--- config.mk ---
export PLATFORM = sky130hd
export DESIGN_NAME = sram_ws_ctrl
export DESIGN_NICKNAME = d
export VERILOG_FILES = /design/src/rtl/sramctl_pkg.sv /design/src/rtl/sramctl_arb.sv /design/src/rtl/sramctl_regfile.sv /design/src/rtl/sramctl_pfbuf.sv /design/src/rtl/sram_ws_ctrl.sv
export SDC_FILE = /design/constraint.sdc
export NUM_CORES = 1
export LEC_CHECK = 0
export BUFFER_PORTS_ARGS = -buffer_cell sky130_fd_sc_hd__buf_4
export CORE_MARGIN = 10
export CORE_UTILIZATION = 55
export CTS_BUF_LIST = sky130_fd_sc_hd__clkbuf_4 sky130_fd_sc_hd__clkbuf_8 sky130_fd_sc_hd__clkbuf_16
export CTS_CLUSTER_SIZE = 40
export DETAILED_ROUTE_END_ITERATION = 8
export GPL_ROUTABILITY_DRIVEN = 0
export PLACE_DENSITY = 0.84
export SYNTH_ARGS = -nofsm -noshare
export SYNTH_HDL_FRONTEND = slang
export SYNTH_SLANG_ARGS = --single-unit
--- constraint.sdc ---
create_clock -name clk -period 3.9 [get_ports clk]
set_clock_uncertainty 0.1 [all_clocks]
set_input_delay 0.195 -clock clk [delete_from_list [all_inputs] [get_ports clk]]
set_output_delay 0.195 -clock clk [all_outputs]
set_load 0.1 [all_outputs]
--- src/rtl/sramctl_pkg.sv ---
package sramctl_pkg;

    typedef enum logic [1:0] {
        ST_IDLE = 2'd0,
        ST_ACC  = 2'd1,
        ST_RESP = 2'd2
    } seq_state_e;

    typedef enum logic [1:0] {
        OWN_LP = 2'd0,
        OWN_SP = 2'd1,
        OWN_PF = 2'd2
    } owner_e;

    // fixed by behaviour: a slave miss fills this many following words
    localparam int PF_WORDS = 4;

    // requester index in the arbiter (lower index wins)
    localparam int REQ_LP = 0;
    localparam int REQ_SP = 1;
    localparam int REQ_PF = 2;
    localparam int NREQ   = 3;

endpackage

--- src/rtl/sramctl_arb.sv ---
module sramctl_arb #(
    parameter int N = 3
) (
    input  logic [N-1:0] req,
    output logic [N-1:0] gnt
);
    // fixed priority: index 0 highest
    always_comb begin
        gnt = '0;
        for (int i = N - 1; i >= 0; i--) begin
            if (req[i]) begin
                gnt    = '0;
                gnt[i] = 1'b1;
            end
        end
    end
endmodule

--- src/rtl/sramctl_regfile.sv ---
module sramctl_regfile #(
    parameter int NREG = 8,
    parameter int DW   = 16
) (
    input  logic                    clk,
    input  logic                    rst,
    input  logic                    we,
    input  logic [$clog2(NREG)-1:0] idx,
    input  logic [DW-1:0]           wdata,
    output logic [DW-1:0]           rdata,
    output logic                    wait_bit
);
    logic [DW-1:0] regs [NREG];

    always_ff @(posedge clk) begin
        if (rst) begin
            for (int i = 0; i < NREG; i++) begin
                regs[i] <= (i == 0) ? DW'(1) : '0;
            end
        end else if (we) begin
            regs[idx] <= wdata;
        end
    end

    assign rdata    = regs[idx];
    assign wait_bit = regs[0][0];
endmodule

--- src/rtl/sramctl_pfbuf.sv ---
module sramctl_pfbuf #(
    parameter int SAW   = 9,
    parameter int DW    = 16,
    parameter int DEPTH = 4
) (
    input  logic                     clk,
    input  logic                     rst,
    input  logic                     load_en,
    input  logic [SAW-1:0]           load_base,
    input  logic                     fill_en,
    input  logic [$clog2(DEPTH)-1:0] fill_idx,
    input  logic [DW-1:0]            fill_data,
    input  logic [SAW-1:0]           look_addr,
    output logic                     hit,
    output logic [DW-1:0]            hit_data,
    input  logic                     wr_en,
    input  logic [SAW-1:0]           wr_addr,
    output logic                     covered,
    output logic [SAW-1:0]           base
);
    localparam int IW = $clog2(DEPTH);

    logic [DEPTH-1:0] valid;
    logic [DW-1:0]    words [DEPTH];
    logic [SAW-1:0]   look_off, wr_off;

    assign look_off = look_addr - base;
    assign wr_off   = wr_addr - base;
    assign hit      = (look_off < SAW'(DEPTH)) && valid[look_off[IW-1:0]];
    assign hit_data = words[look_off[IW-1:0]];
    assign covered  = wr_en && (wr_off < SAW'(DEPTH));

    always_ff @(posedge clk) begin
        if (rst) begin
            valid <= '0;
            base  <= '0;
        end else if (load_en) begin
            valid <= '0;
            base  <= load_base;
        end else if (covered) begin
            valid <= '0;
        end else if (fill_en) begin
            valid[fill_idx] <= 1'b1;
        end
    end

    always_ff @(posedge clk) begin
        if (fill_en) words[fill_idx] <= fill_data;
    end

    // a write inside the window leaves nothing valid
    a_r7_window_cleared: assert property (@(posedge clk) disable iff (rst)
        (covered && !load_en) |=> (valid == '0));
endmodule

--- src/rtl/sram_ws_ctrl.sv ---
module sram_ws_ctrl #(
    parameter int AW   = 10,
    parameter int DW   = 16,
    parameter int NREG = 8
) (
    input  logic          clk,
    input  logic          rst,
    input  logic          lp_valid,
    input  logic          lp_write,
    input  logic [AW-1:0] lp_addr,
    input  logic [DW-1:0] lp_wdata,
    output logic          lp_ready,
    output logic [DW-1:0] lp_rdata,
    input  logic          sp_valid,
    input  logic          sp_write,
    input  logic [AW-1:0] sp_addr,
    input  logic [DW-1:0] sp_wdata,
    output logic          sp_ready,
    output logic [DW-1:0] sp_rdata,
    output logic [AW-2:0] sram_addr,
    output logic          sram_ce,
    output logic          sram_oe,
    output logic          sram_we,
    output logic [DW-1:0] sram_dout,
    output logic          sram_dq_oe,
    input  logic [DW-1:0] sram_din
);
    import sramctl_pkg::*;

    localparam int SAW = AW - 1;
    localparam int RIW = $clog2(NREG);
    localparam int PIW = $clog2(PF_WORDS);

    seq_state_e     state;
    owner_e         owner;
    logic           cnt;
    logic           q_wr, q_reg;
    logic [RIW-1:0] q_ridx;
    logic           pf_active;
    logic [PIW-1:0] pf_idx;

    logic [NREQ-1:0] req, gnt;
    logic [AW-1:0]   sel_addr;
    logic [DW-1:0]   sel_wdata;
    logic            sel_wr, sel_reg, port_gnt;
    logic            wait_bit, sp_sram_rd, sp_hit, buf_hit, covered, load_en;
    logic            fill_en, rf_we, finishing;
    logic [DW-1:0]   hit_data, rf_rdata;
    logic [SAW-1:0]  pf_base, pf_addr;

    assign req = (state == ST_IDLE) ? {pf_active, sp_valid, lp_valid} : '0;

    sramctl_arb #(.N(NREQ)) u_arb (.req(req), .gnt(gnt));

    assign port_gnt  = gnt[REQ_LP] | gnt[REQ_SP];
    assign sel_addr  = gnt[REQ_LP] ? lp_addr  : sp_addr;
    assign sel_wdata = gnt[REQ_LP] ? lp_wdata : sp_wdata;
    assign sel_wr    = gnt[REQ_LP] ? lp_write : sp_write;
    assign sel_reg   = sel_addr[AW-1];

    assign sp_sram_rd = gnt[REQ_SP] && !sp_write && !sp_addr[AW-1];
    assign sp_hit     = sp_sram_rd && buf_hit;
    assign load_en    = sp_sram_rd && !buf_hit;
    assign finishing  = (state == ST_ACC) && !cnt;
    assign fill_en    = finishing && (owner == OWN_PF);
    assign rf_we      = finishing && (owner != OWN_PF) && q_wr && q_reg;
    assign pf_addr    = pf_base + SAW'(pf_idx);

    sramctl_regfile #(.NREG(NREG), .DW(DW)) u_regs (
        .clk(clk), .rst(rst), .we(rf_we), .idx(q_ridx), .wdata(sram_dout),
        .rdata(rf_rdata), .wait_bit(wait_bit)
    );

    sramctl_pfbuf #(.SAW(SAW), .DW(DW), .DEPTH(PF_WORDS)) u_pfbuf (
        .clk(clk), .rst(rst),
        .load_en(load_en), .load_base(sp_addr[SAW-1:0] + SAW'(1)),
        .fill_en(fill_en), .fill_idx(pf_idx), .fill_data(sram_din),
        .look_addr(sp_addr[SAW-1:0]), .hit(buf_hit), .hit_data(hit_data),
        .wr_en(port_gnt && sel_wr && !sel_reg), .wr_addr(sel_addr[SAW-1:0]),
        .covered(covered), .base(pf_base)
    );

    always_ff @(posedge clk) begin
        if (rst) begin
            state      <= ST_IDLE;
            owner      <= OWN_LP;
            cnt        <= 1'b0;
            q_wr       <= 1'b0;
            q_reg      <= 1'b0;
            q_ridx     <= '0;
            pf_active  <= 1'b0;
            pf_idx     <= '0;
            lp_ready   <= 1'b0;
            sp_ready   <= 1'b0;
            lp_rdata   <= '0;
            sp_rdata   <= '0;
            sram_addr  <= '0;
            sram_ce    <= 1'b0;
            sram_oe    <= 1'b0;
            sram_we    <= 1'b0;
            sram_dq_oe <= 1'b0;
            sram_dout  <= '0;
        end else begin
            lp_ready <= 1'b0;
            sp_ready <= 1'b0;
            case (state)
                ST_IDLE: begin
                    if (port_gnt) begin
                        owner     <= gnt[REQ_LP] ? OWN_LP : OWN_SP;
                        q_wr      <= sel_wr;
                        q_reg     <= sel_reg;
                        q_ridx    <= sel_addr[RIW-1:0];
                        sram_dout <= sel_wdata;
                        if (sp_hit) begin
                            sp_rdata <= hit_data;
                            sp_ready <= 1'b1;
                            state    <= ST_RESP;
                        end else begin
                            state <= ST_ACC;
                            cnt   <= (gnt[REQ_SP] && sel_reg) ? 1'b0 : wait_bit;
                            if (!sel_reg) begin
                                sram_addr  <= sel_addr[SAW-1:0];
                                sram_ce    <= 1'b1;
                                sram_oe    <= !sel_wr;
                                sram_we    <= sel_wr;
                                sram_dq_oe <= sel_wr;
                            end
                        end
                        if (load_en) begin
                            pf_active <= 1'b1;
                            pf_idx    <= '0;
                        end
                        if (covered) pf_active <= 1'b0;
                    end else if (gnt[REQ_PF]) begin
                        owner     <= OWN_PF;
                        q_wr      <= 1'b0;
                        q_reg     <= 1'b0;
                        cnt       <= wait_bit;
                        state     <= ST_ACC;
                        sram_addr <= pf_addr;
                        sram_ce   <= 1'b1;
                        sram_oe   <= 1'b1;
                    end
                end
                ST_ACC: begin
                    if (cnt) begin
                        cnt <= 1'b0;
                    end else begin
                        sram_ce    <= 1'b0;
                        sram_oe    <= 1'b0;
                        sram_we    <= 1'b0;
                        sram_dq_oe <= 1'b0;
                        if (owner == OWN_PF) begin
                            pf_idx <= pf_idx + PIW'(1);
                            if (pf_idx == PIW'(PF_WORDS - 1)) pf_active <= 1'b0;
                            state <= ST_IDLE;
                        end else begin
                            if (owner == OWN_LP) begin
                                lp_rdata <= q_reg ? rf_rdata : sram_din;
                                lp_ready <= 1'b1;
                            end else begin
                                sp_rdata <= q_reg ? rf_rdata : sram_din;
                                sp_ready <= 1'b1;
                            end
                            state <= ST_RESP;
                        end
                    end
                end
                default: state <= ST_IDLE;
            endcase
        end
    end

    a_r10_lp_single: assert property (@(posedge clk) disable iff (rst)
        lp_ready |=> !lp_ready);
    a_r10_sp_single: assert property (@(posedge clk) disable iff (rst)
        sp_ready |=> !sp_ready);
    a_r11_write_strobes: assert property (@(posedge clk) disable iff (rst)
        sram_we |-> (sram_ce && sram_dq_oe && !sram_oe));
    a_r11_read_strobes: assert property (@(posedge clk) disable iff (rst)
        sram_oe |-> (sram_ce && !sram_we && !sram_dq_oe));
    a_r1_two_cycle: assert property (@(posedge clk) disable iff (rst)
        ($rose(sram_ce) && wait_bit) |=> sram_ce);
    a_r2_one_cycle: assert property (@(posedge clk) disable iff (rst)
        ($rose(sram_ce) && !wait_bit) |=> !sram_ce);
    a_r6_hit_no_sram: assert property (@(posedge clk) disable iff (rst)
        sp_hit |=> (sp_ready && !sram_ce));
    a_r8_local_first: assert property (@(posedge clk) disable iff (rst)
        (state == ST_IDLE && lp_valid && sp_valid) |=> (owner == OWN_LP));
    a_r4_slave_reg_fast: assert property (@(posedge clk) disable iff (rst)
        (gnt[REQ_SP] && sp_addr[AW-1]) |-> ##2 sp_ready);
    a_r12_reg_no_sram: assert property (@(posedge clk) disable iff (rst)
        (port_gnt && sel_reg) |=> !sram_ce);
    a_r8_one_grant: assert property (@(posedge clk) disable iff (rst)
        $onehot0(gnt));
endmodule

==> results of run 1 <==
[area by class of cell]
cell class / instances / area share, %
Multi-Input combinational cell: 770 / 33.7
Tap cell: 324 / 2.48
Clock inverter: 14 / 0.751
Inverter: 21 / 0.483
Clock buffer: 38 / 4.86
Sequential cell: 283 / 46.5
Timing Repair Buffer: 224 / 11.2
[tightest hold or removal path, delay by kind of cell]
kind          cells  cell delay (ns)
xor+xnor          1             0.07
buf+inv           1             0.13
mux               1             0.05
simple gates      2             0.16
[layout by cell type, fill, tap and decap left out, types with 7 or more instances in the layout]
cell	instances
edfxtp_1	192
buf_4	162
nand2_1	138
and2_1	132
dfxtp_1	90
nor2_1	84
dlygate4sd3_1	62
o21ai_0	54
mux4_2	49
a21oi_1	45
mux2i_1	40
clkbuf_16	29
nand3_1	27
ha_1	22
inv_1	20
nor3_1	18
a311oi_1	16
xnor2_1	13
o211ai_1	11
nand2b_1	9
clkbuf_4	9
xor2_1	8
o21ai_1	7
a21o_1	7
clkinv_2	7
[final timing paths]
check	from	endpoint	slack, ns	cells past startpoint
worst max-delay path	u_pfbuf.base[2]$_SDFFE_PP0P_	pf_active$_SDFFE_PP0P_	0.36	9
worst min register to register	sp_rdata[15]$_SDFFE_PP0P_	sp_rdata[15]$_SDFFE_PP0P_	0.36	2
worst min-delay path	sp_addr[1]	u_pfbuf.base[3]$_SDFFE_PP0P_	0.02	5
worst max register to register	u_pfbuf.base[2]$_SDFFE_PP0P_	pf_active$_SDFFE_PP0P_	0.36	9
[per-layer routing]
| metal | track usage (%) | part of all wire, % | vias to the layer above | wire length, um |
|---|---|---|---|---|
| li1 | - | - | 4548 | - |
| met4 | 5.43 | 1.8 | 0 | 638 |
| met2 | 35.1 | 48 | 487 | 16500 |
| met3 | 4.23 | 8.3 | 61 | 2860 |
| met5 | 0 | 0 | - | 0 |
| met1 | 30.3 | 42 | 4905 | 14600 |
[power by group through the flow]
stage / sequential [uW] / clock, uW / combinational (uW)
after floorplan: 4080 / 0 / 1020
after global placement: 3600 / 0 / 2040
after detailed placement: 3610 / 0 / 2070
after CTS: 3550 / 2700 / 2160
after global routing: 3570 / 2830 / 2340
final: 3550 / 2680 / 2190
[cell families (layout without fill, tap and decap cells)]
family	after synthesis	after routing	synth area share, %
flip-flops	283	283	56.3
AO/OA/AOI/OAI	190	190	9.39
AND/OR/NAND/NOR	444	444	16.4
XOR/XNOR	21	21	1.37
buffers and inverters	91	297	2.81
multiplexers	91	91	11.4
adder cells (fa/ha/maj)	24	24	2.34
[stage by stage]
step	total power [uW]	utilization, %
2_1_floorplan	5110	-
3_3_place_gp	5640	61.2
3_5_place_dp	5680	61.2
4_1_cts	8410	67.6
5_1_grt	8740	67.6
6_report	8420	67.6
==> impl_metrics.env, run 1 <==
export IMPL_cp_slowest_cell="o21ai_0"
export IMPL_min_period_ns=3.54
export IMPL_hpwl_mm=22.9
export IMPL_design_core_area_um2=24200
export IMPL_maxCapViolations=0
export IMPL_h_tree_depth=1
export IMPL_yosys_top_cells_area="edfxtp_1 (43%), dfxtp_1 (14%), mux4_2 (8.2%), and2_1 (6.1%), nand2_1 (3.8%)"
export IMPL_antenna_left=0
export IMPL_synth_top_area_cell="edfxtp_1"
export IMPL_overflow=0
export IMPL_regArea_um2=7590
export IMPL_grt_max_degree=40
export IMPL_synth_distinct_cells=69
export IMPL_dpl_cell_area_um2=14800
export IMPL_num_antenna_cells=0
export IMPL_whs_ns=0.0249
export IMPL_relSlewSlack_pct=28.0
export IMPL_multi_input_area_um2=5510
export IMPL_crit_path_end_kind="register"
export IMPL_synth_top_area_share_pct=42.8
export IMPL_reg_top3="u_regs.regs (128), u_pfbuf.words (64)"
export IMPL_cts_setup_buffers=0
export IMPL_crit_buf_inv=1
export IMPL_yosysWarnings=0
export IMPL_initialDrtViolationCount=1165
export IMPL_final_period_utilization_pct=90.8
export IMPL_share_seq_of_total_power_pct=42.2
export IMPL_setup_ws_ns=0.361
export IMPL_p_int_uw=5630
export IMPL_syn_avg_cell_area_um2=11.8
export IMPL_hold_path_class="input pin to register"
export IMPL_antenna_found_initial=0
export IMPL_die_height_um=177
export IMPL_cts_sinks=283
export IMPL_largest_reg_flops=128
export IMPL_p_per_area_nw_per_um2=516
export IMPL_syn_inst=1144
export IMPL_synthFlopType="edfxtp_1"
export IMPL_drtPass1Iterations=5
export IMPL_critPathTopFamily="compound AO/OA/AOI/OAI gates"
export IMPL_via_per_inst=5.97
export IMPL_grtUsageTotal_pct=21.9
export IMPL_syn2layout_area_growth_pct=21.3
export IMPL_outcome="finished clean"
export IMPL_cts_root_buf="clkbuf_16"
export IMPL_cts_buffer_depth=3
export IMPL_dp_slack_ns=0.520
export IMPL_crit_chain="inv_1, ha_1, nor2b_4, o21a_1, or3_1, a221oi_2, nand4_2, o21ai_0, a221oi_1"
export IMPL_syn_nets=1242
export IMPL_post_drt_wl_per_cell_um=20.7
export IMPL_pwr_share_comb_pct=26.0
export IMPL_crit_type="register to register"
export IMPL_row_count=57
export IMPL_ctsHoldBuffers=62
export IMPL_pwr_share_clk_pct=31.9
export IMPL_final_nets=1426
export IMPL_clkLatencyLatePin_ns=0.54
export IMPL_cp_required_ns=4.18
export IMPL_top_register="u_regs.regs"
export IMPL_finalWirelength_mm=34.6
export IMPL_stdcell_count=1674
export IMPL_start_util_pct=55.7
export IMPL_crit_arrival_ns=3.82
export IMPL_crit_path_max_fanout=18
export IMPL_tightest_slew_ns=1.08
export IMPL_swShare_pct=33.1
export IMPL_max_stage_delay_ns=0.76
export IMPL_hold_viol_final=0
export IMPL_synth_most_common_cell="edfxtp_1"
export IMPL_placed_cells=1560
export IMPL_ys_seq_area_share_pct=56.3
export IMPL_yosys_register_bits=283
export IMPL_rsz0062_at_grt="false"
export IMPL_synth_edff_count=192
export IMPL_async_flop_share_pct=0
export IMPL_netSwitchingPower_uw=2790
export IMPL_drive_above_1_share_pct=20.8
export IMPL_synth_common_cells="edfxtp_1 (192), nand2_1 (138), and2_1 (132), dfxtp_1 (91), nor2_1 (84)"
export IMPL_numCtsBuffers=28
export IMPL_dieWidth_um=177
export IMPL_syn_area_um2=13500
export IMPL_die_area_um2=31200
export IMPL_start_kind="register"
export IMPL_leakagePower_uw=0.00636
export IMPL_port_buffers=136
export IMPL_peakVddDrop_mv=0.505
export IMPL_slew_viol_final=0
export IMPL_fill_cells=1630
export IMPL_grt_pass1_wl_mm=54.9
export IMPL_grt_pass1_vias=9961
export IMPL_post_cts_resize_count=0
export IMPL_final_design_area_no_fill_um2=16300
export IMPL_drc_errors=0
export IMPL_setup_tns_ns=0
export IMPL_vias=10000
export IMPL_pin_count=137
export IMPL_cts_tree="yes"
export IMPL_timing_fmax_ghz=0.283
export IMPL_clk_pin_slew_ns=0.07
export IMPL_setup_viol=0
No activity file was read; power rests on OpenSTA's default activity.
==> run 2: changes to the inputs <==
- RECOVER_POWER: default -> 25
==> impl_metrics.env, run 2 (synthesized netlist as in run 1, its figures left out) <==
export IMPL_outcome="finished clean"
export IMPL_holdPathStages=5
export IMPL_peakVddDrop_mv=0.483
export IMPL_min_period_ns=3.54
export IMPL_drtPass1Iterations=5
export IMPL_h_tree_depth=1
export IMPL_hpwl_mm=22.9
export IMPL_wl_met2_mm=16.6
export IMPL_grtUsageTotal_pct=21.9
export IMPL_drive_above_1_share_pct=14.7
export IMPL_die_area_um2=31200
export IMPL_hold_end="u_pfbuf.base[3]$_SDFFE_PP0P_"
export IMPL_share_seq_of_total_power_pct=42.6
export IMPL_start_kind="register"
export IMPL_crit_type="register to register"
export IMPL_crit_arrival_ns=3.82
export IMPL_layout_commonest_cell="edfxtp_1"
export IMPL_via_per_inst=5.98
export IMPL_final_cell_mix="edfxtp_1 (192), nand2_1 (138), and2_1 (132), dfxtp_1 (90), nor2_1 (84)"
export IMPL_leakagePower_uw=0.00603
export IMPL_dieWidth_um=177
export IMPL_vias=10000
export IMPL_pwr_share_comb_pct=25.3
export IMPL_wl_met1_mm=14.4
export IMPL_maxCapViolations=0
export IMPL_clkLatencyLatePin_ns=0.54
export IMPL_grt_pass1_vias=9961
export IMPL_pwr_share_clk_pct=32.1
export IMPL_post_cts_resize_count=0
export IMPL_cp_required_ns=4.18
export IMPL_port_buffers=136
export IMPL_pin_count=137
export IMPL_cts_setup_buffers=0
export IMPL_drc_errors=0
export IMPL_final_design_area_no_fill_um2=16000
export IMPL_routed_top_layer="met4"
export IMPL_syn2layout_area_growth_pct=18.9
export IMPL_grt_pass1_wl_mm=54.9
export IMPL_r2r_end="pf_active$_SDFFE_PP0P_"
export IMPL_crit_path_max_fanout=18
export IMPL_num_antenna_cells=0
export IMPL_antenna_left=0
export IMPL_die_height_um=177
export IMPL_rr_worst_depth=9
export IMPL_post_drt_wl_per_cell_um=20.7
export IMPL_netSwitchingPower_uw=2790
export IMPL_largest_reg_flops=128
export IMPL_grt_max_degree=40
export IMPL_tightest_slew_ns=1.22
export IMPL_cts_buffer_depth=3
export IMPL_final_period_utilization_pct=90.7
export IMPL_setup_viol=0
export IMPL_cts_root_buf="clkbuf_16"
export IMPL_power_uw=8340
export IMPL_timing_fmax_ghz=0.283
export IMPL_swShare_pct=33.4
export IMPL_top_register="u_regs.regs"
export IMPL_ctsHoldBuffers=62
export IMPL_start_util_pct=55.7
export IMPL_clk_pin_slew_ns=0.07
export IMPL_min_from="sp_addr[1]"
export IMPL_final_core_util_pct=66.3
export IMPL_antenna_found_initial=0
export IMPL_r2r_start="u_pfbuf.base[2]$_SDFFE_PP0P_"
export IMPL_initialDrtViolationCount=1154
export IMPL_hold_viol_final=0
export IMPL_design_core_area_um2=24200
export IMPL_rsz0062_at_grt="false"
export IMPL_dpl_cell_area_um2=14800
export IMPL_overflow=0
export IMPL_final_nets=1426
export IMPL_fill_cells=1719
export IMPL_cts_tree="yes"
export IMPL_hold_path_class="input pin to register"
export IMPL_reg_top3="u_regs.regs (128), u_pfbuf.words (64)"
export IMPL_setup_tns_ns=0
export IMPL_crit_path_end_kind="register"
export IMPL_row_count=57
export IMPL_slew_viol_final=0
export IMPL_wl_met3_mm=3.14
export IMPL_reg2reg_slack_ns=0.36
export IMPL_finalWirelength_mm=34.7
export IMPL_numCtsBuffers=28
export IMPL_relSlewSlack_pct=19.0
export IMPL_p_per_area_nw_per_um2=521
export IMPL_p_int_uw=5550
export IMPL_cts_sinks=283
## run 2: cell count changes in the layout (fill, tap and decap cells not counted)
cell and change:
buf_4 -82, clkbuf_2 +1, nor4_2 -1, nor4_1 +1, clkbuf_1 +81
## run 2: layout make-up
type	instances	area, um2	area share [%]
Inverter	21	78.8	0.492
Tap cell	324	405	2.53
Sequential cell	283	7590	47.4
Multi-Input combinational cell	770	5510	34.4
Timing Repair Buffer	224	1530	9.55
Clock buffer	38	793	4.95
Clock inverter	14	123	0.765
## run 2: metrics by stage
| stage | hold slack [ns] | std cells | setup WS [ns] |
|---|---|---|---|
| global placement | 0.302 | 1560 | 0.587 |
| detailed placement | 0.309 | 1560 | 0.520 |
| finish | 0.0260 | 1674 | 0.361 |
| global route | 0.0398 | 1674 | 0.116 |
| CTS | 0.0102 | 1674 | 0.483 |
| floorplan | 0.194 | 1144 | 0.776 |
## run 2: power groups by stage
stage | Sequential [uW] | Clock (uW) | Combinational (uW)
3_5_place_dp | 3610 | 0 | 2070
4_1_cts | 3550 | 2700 | 2160
5_1_grt | 3570 | 2830 | 2260
2_1_floorplan | 4080 | 0 | 1020
6_report | 3550 | 2680 | 2110
3_3_place_gp | 3600 | 0 | 2040
## run 2: layer usage
metal / track usage (%) / up-vias
li1: - / 4551
met1: 30.3 / 4923
met2: 35.1 / 477
met3: 4.23 / 57
met4: 5.43 / 0
met5: 0 / -
## run 2: worst max-delay path: stages, from the launching register on
cell and delay (ns):
dfxtp_1 0.44, inv_1 0.13, ha_1 0.34, nor2b_4 0.16, o21a_1 0.18, or3_1 0.32, a221oi_2 0.34, nand4_2 0.45
o21ai_0 0.77, a221oi_1 0.16
## run 2: worst max-delay path by stage
stage | start | endpoint | slack, ns
after floorplan | state[1]$_SDFFE_PP0P_ | u_pfbuf.words[3][0]$_DFFE_PP_ | 0.78
after detailed placement | u_pfbuf.base[2]$_SDFFE_PP0P_ | pf_active$_SDFFE_PP0P_ | 0.52
after global routing | u_pfbuf.base[2]$_SDFFE_PP0P_ | pf_active$_SDFFE_PP0P_ | 0.12
after global placement | u_pfbuf.base[2]$_SDFFE_PP0P_ | pf_idx[1]$_SDFFE_PP0P_ | 0.59
after CTS | u_pfbuf.base[2]$_SDFFE_PP0P_ | pf_active$_SDFFE_PP0P_ | 0.48
final | u_pfbuf.base[2]$_SDFFE_PP0P_ | pf_active$_SDFFE_PP0P_ | 0.36
==> run 3: changes to the inputs <==
- CORE_MARGIN: 10 -> 2
==> impl_metrics.env, run 3 (synthesized netlist as in run 1, its figures left out) <==
export IMPL_crit_type="register to register"
export IMPL_numCtsBuffers=28
export IMPL_hold_viol_final=0
export IMPL_min_from="sp_addr[7]"
export IMPL_final_period_utilization_pct=89.1
export IMPL_outcome="finished clean"
export IMPL_cts_sinks=283
export IMPL_setup_viol=0
export IMPL_h_tree_depth=1
export IMPL_crit_path_end_kind="register"
export IMPL_top_register="u_regs.regs"
export IMPL_cts_setup_buffers=0
export IMPL_peakVddDrop_mv=0.380
export IMPL_slew_viol_final=0
export IMPL_drive_above_1_share_pct=14.6
export IMPL_grtUsageTotal_pct=26.4
export IMPL_layout_commonest_cell="edfxtp_1"
export IMPL_reg2reg_slack_ns=0.42
export IMPL_pin_count=137
export IMPL_crit_path_max_fanout=18
export IMPL_vias=10000
export IMPL_multi_input_area_um2=5510
export IMPL_regArea_um2=7590
export IMPL_antenna_found_initial=0
export IMPL_overflow=0
export IMPL_die_height_um=161
export IMPL_setup_tns_ns=0
export IMPL_num_antenna_cells=0
export IMPL_tightest_slew_ns=1.24
export IMPL_initialDrtViolationCount=1210
export IMPL_timing_fmax_ghz=0.288
export IMPL_row_count=57
export IMPL_grt_pass1_vias=9774
export IMPL_hold_path_class="input pin to register"
export IMPL_p_per_area_nw_per_um2=523
export IMPL_antenna_left=0
export IMPL_whs_ns=0.0233
export IMPL_port_buffers=136
export IMPL_rr_worst_depth=9
export IMPL_min_period_ns=3.48
export IMPL_leakagePower_uw=0.00605
export IMPL_cp_required_ns=4.24
export IMPL_relSlewSlack_pct=17.9
export IMPL_hpwl_mm=21.9
export IMPL_via_per_inst=5.96
export IMPL_fill_cells=1736
export IMPL_drtPass1Iterations=6
export IMPL_reg_top3="u_regs.regs (128), u_pfbuf.words (64)"
export IMPL_crit_arrival_ns=3.81
export IMPL_grt_max_degree=37
export IMPL_cts_root_buf="clkbuf_16"
export IMPL_start_util_pct=55.7
export IMPL_r2r_end="pf_idx[1]$_SDFFE_PP0P_"
export IMPL_die_area_um2=25800
export IMPL_holdPathStages=4
export IMPL_final_nets=1430
export IMPL_largest_reg_flops=128
export IMPL_syn2layout_area_growth_pct=19.4
export IMPL_post_drt_wl_per_cell_um=20.4
export IMPL_r2r_start="u_pfbuf.base[2]$_SDFFE_PP0P_"
export IMPL_post_cts_resize_count=0
export IMPL_grt_pass1_wl_mm=53.5
export IMPL_final_cell_mix="edfxtp_1 (192), nand2_1 (138), and2_1 (132), dfxtp_1 (90), nor2_1 (84)"
export IMPL_cts_buffer_depth=3
export IMPL_clk_pin_slew_ns=0.07
export IMPL_finalWirelength_mm=34.2
export IMPL_cts_tree="yes"
export IMPL_drc_errors=0
export IMPL_design_core_area_um2=24200
export IMPL_maxCapViolations=0
export IMPL_rsz0062_at_grt="false"
export IMPL_start_kind="register"
export IMPL_dieWidth_um=161
export IMPL_hold_end="u_pfbuf.base[7]$_SDFFE_PP0P_"
export IMPL_clkLatencyLatePin_ns=0.55
## run 3: cell types whose count changed in the layout (fill, tap and decap cells not counted)
cell           before  now
bufinv_16           2    3
clkbuf_4            9    5
clkinvlp_4          1    0
dlygate4sd3_1      62   66
clkinv_4            1    3
clkinv_2            7    8
clkinv_1            3    4
## run 3: critical path: stages (launching register included)
cell and delay, ns:
dfxtp_1 0.41, inv_1 0.11, ha_1 0.34, nor2b_4 0.15, o21a_1 0.19, or3_1 0.33, a221oi_2 0.35, nand4_2 0.47
o21a_1 0.54, a2111oi_1 0.37
## run 3: per-stage QoR
stage	setup WS [ns]	total power [uW]	std cells	instance area, um2	util (%)
after global routing	0.260	8700	1678	16100	66.5
after detailed placement	0.494	5670	1560	14800	61.2
final	0.423	8410	1678	16100	66.5
after floorplan	0.776	5110	1144	13500	-
after CTS	0.441	8460	1678	16400	67.8
after global placement	0.608	5630	1560	14800	61.2
## run 3: metal layers
layer  vias to the layer above  track usage [%]  part of all wire (%)
li1                       4556                -                     -
met1                      4834             36.9                    41
met2                       543             43.4                    48
met3                        73             4.16                   8.9
met4                         0             7.33                   2.3
met5                         -                0                     0
## run 3: area by class of cell
| cell class | instances | share of cell area [%] |
|---|---|---|
| clock buffers | 34 | 4.75 |
| clock inverters | 18 | 1.07 |
| inverters | 21 | 0.490 |
| multi-input cells | 770 | 34.2 |
| flip-flops and latches | 283 | 47.2 |
| well taps | 324 | 2.52 |
| repair buffers | 228 | 9.76 |
## run 3: worst max-delay path by stage
stage / start / to / slack, ns / depth (start not counted)
finish: u_pfbuf.base[2]$_SDFFE_PP0P_ / pf_idx[1]$_SDFFE_PP0P_ / 0.42 / 9
CTS: u_pfbuf.base[2]$_SDFFE_PP0P_ / pf_idx[1]$_SDFFE_PP0P_ / 0.44 / 9
global route: u_pfbuf.base[2]$_SDFFE_PP0P_ / sram_addr[0]$_SDFFE_PP0P_ / 0.26 / 9
detailed placement: u_pfbuf.base[2]$_SDFFE_PP0P_ / pf_idx[1]$_SDFFE_PP0P_ / 0.49 / 9
global placement: u_pfbuf.base[2]$_SDFFE_PP0P_ / pf_idx[1]$_SDFFE_PP0P_ / 0.61 / 9
floorplan: state[1]$_SDFFE_PP0P_ / u_pfbuf.words[3][0]$_DFFE_PP_ / 0.78 / 4
## run 3: repair_timing
item                                    CTS  global route
hold endpoints to repair                 97             0
hold buffers                             66             0
endpoints found under the setup margin    0             0
## run 3: power by group
part | internal [uW] | total, uW | switching, uW
clock | 1590 | 2740 | 1150
combinational | 646 | 2120 | 1470
sequential | 3350 | 3550 | 203
total | 5590 | 8410 | 2820
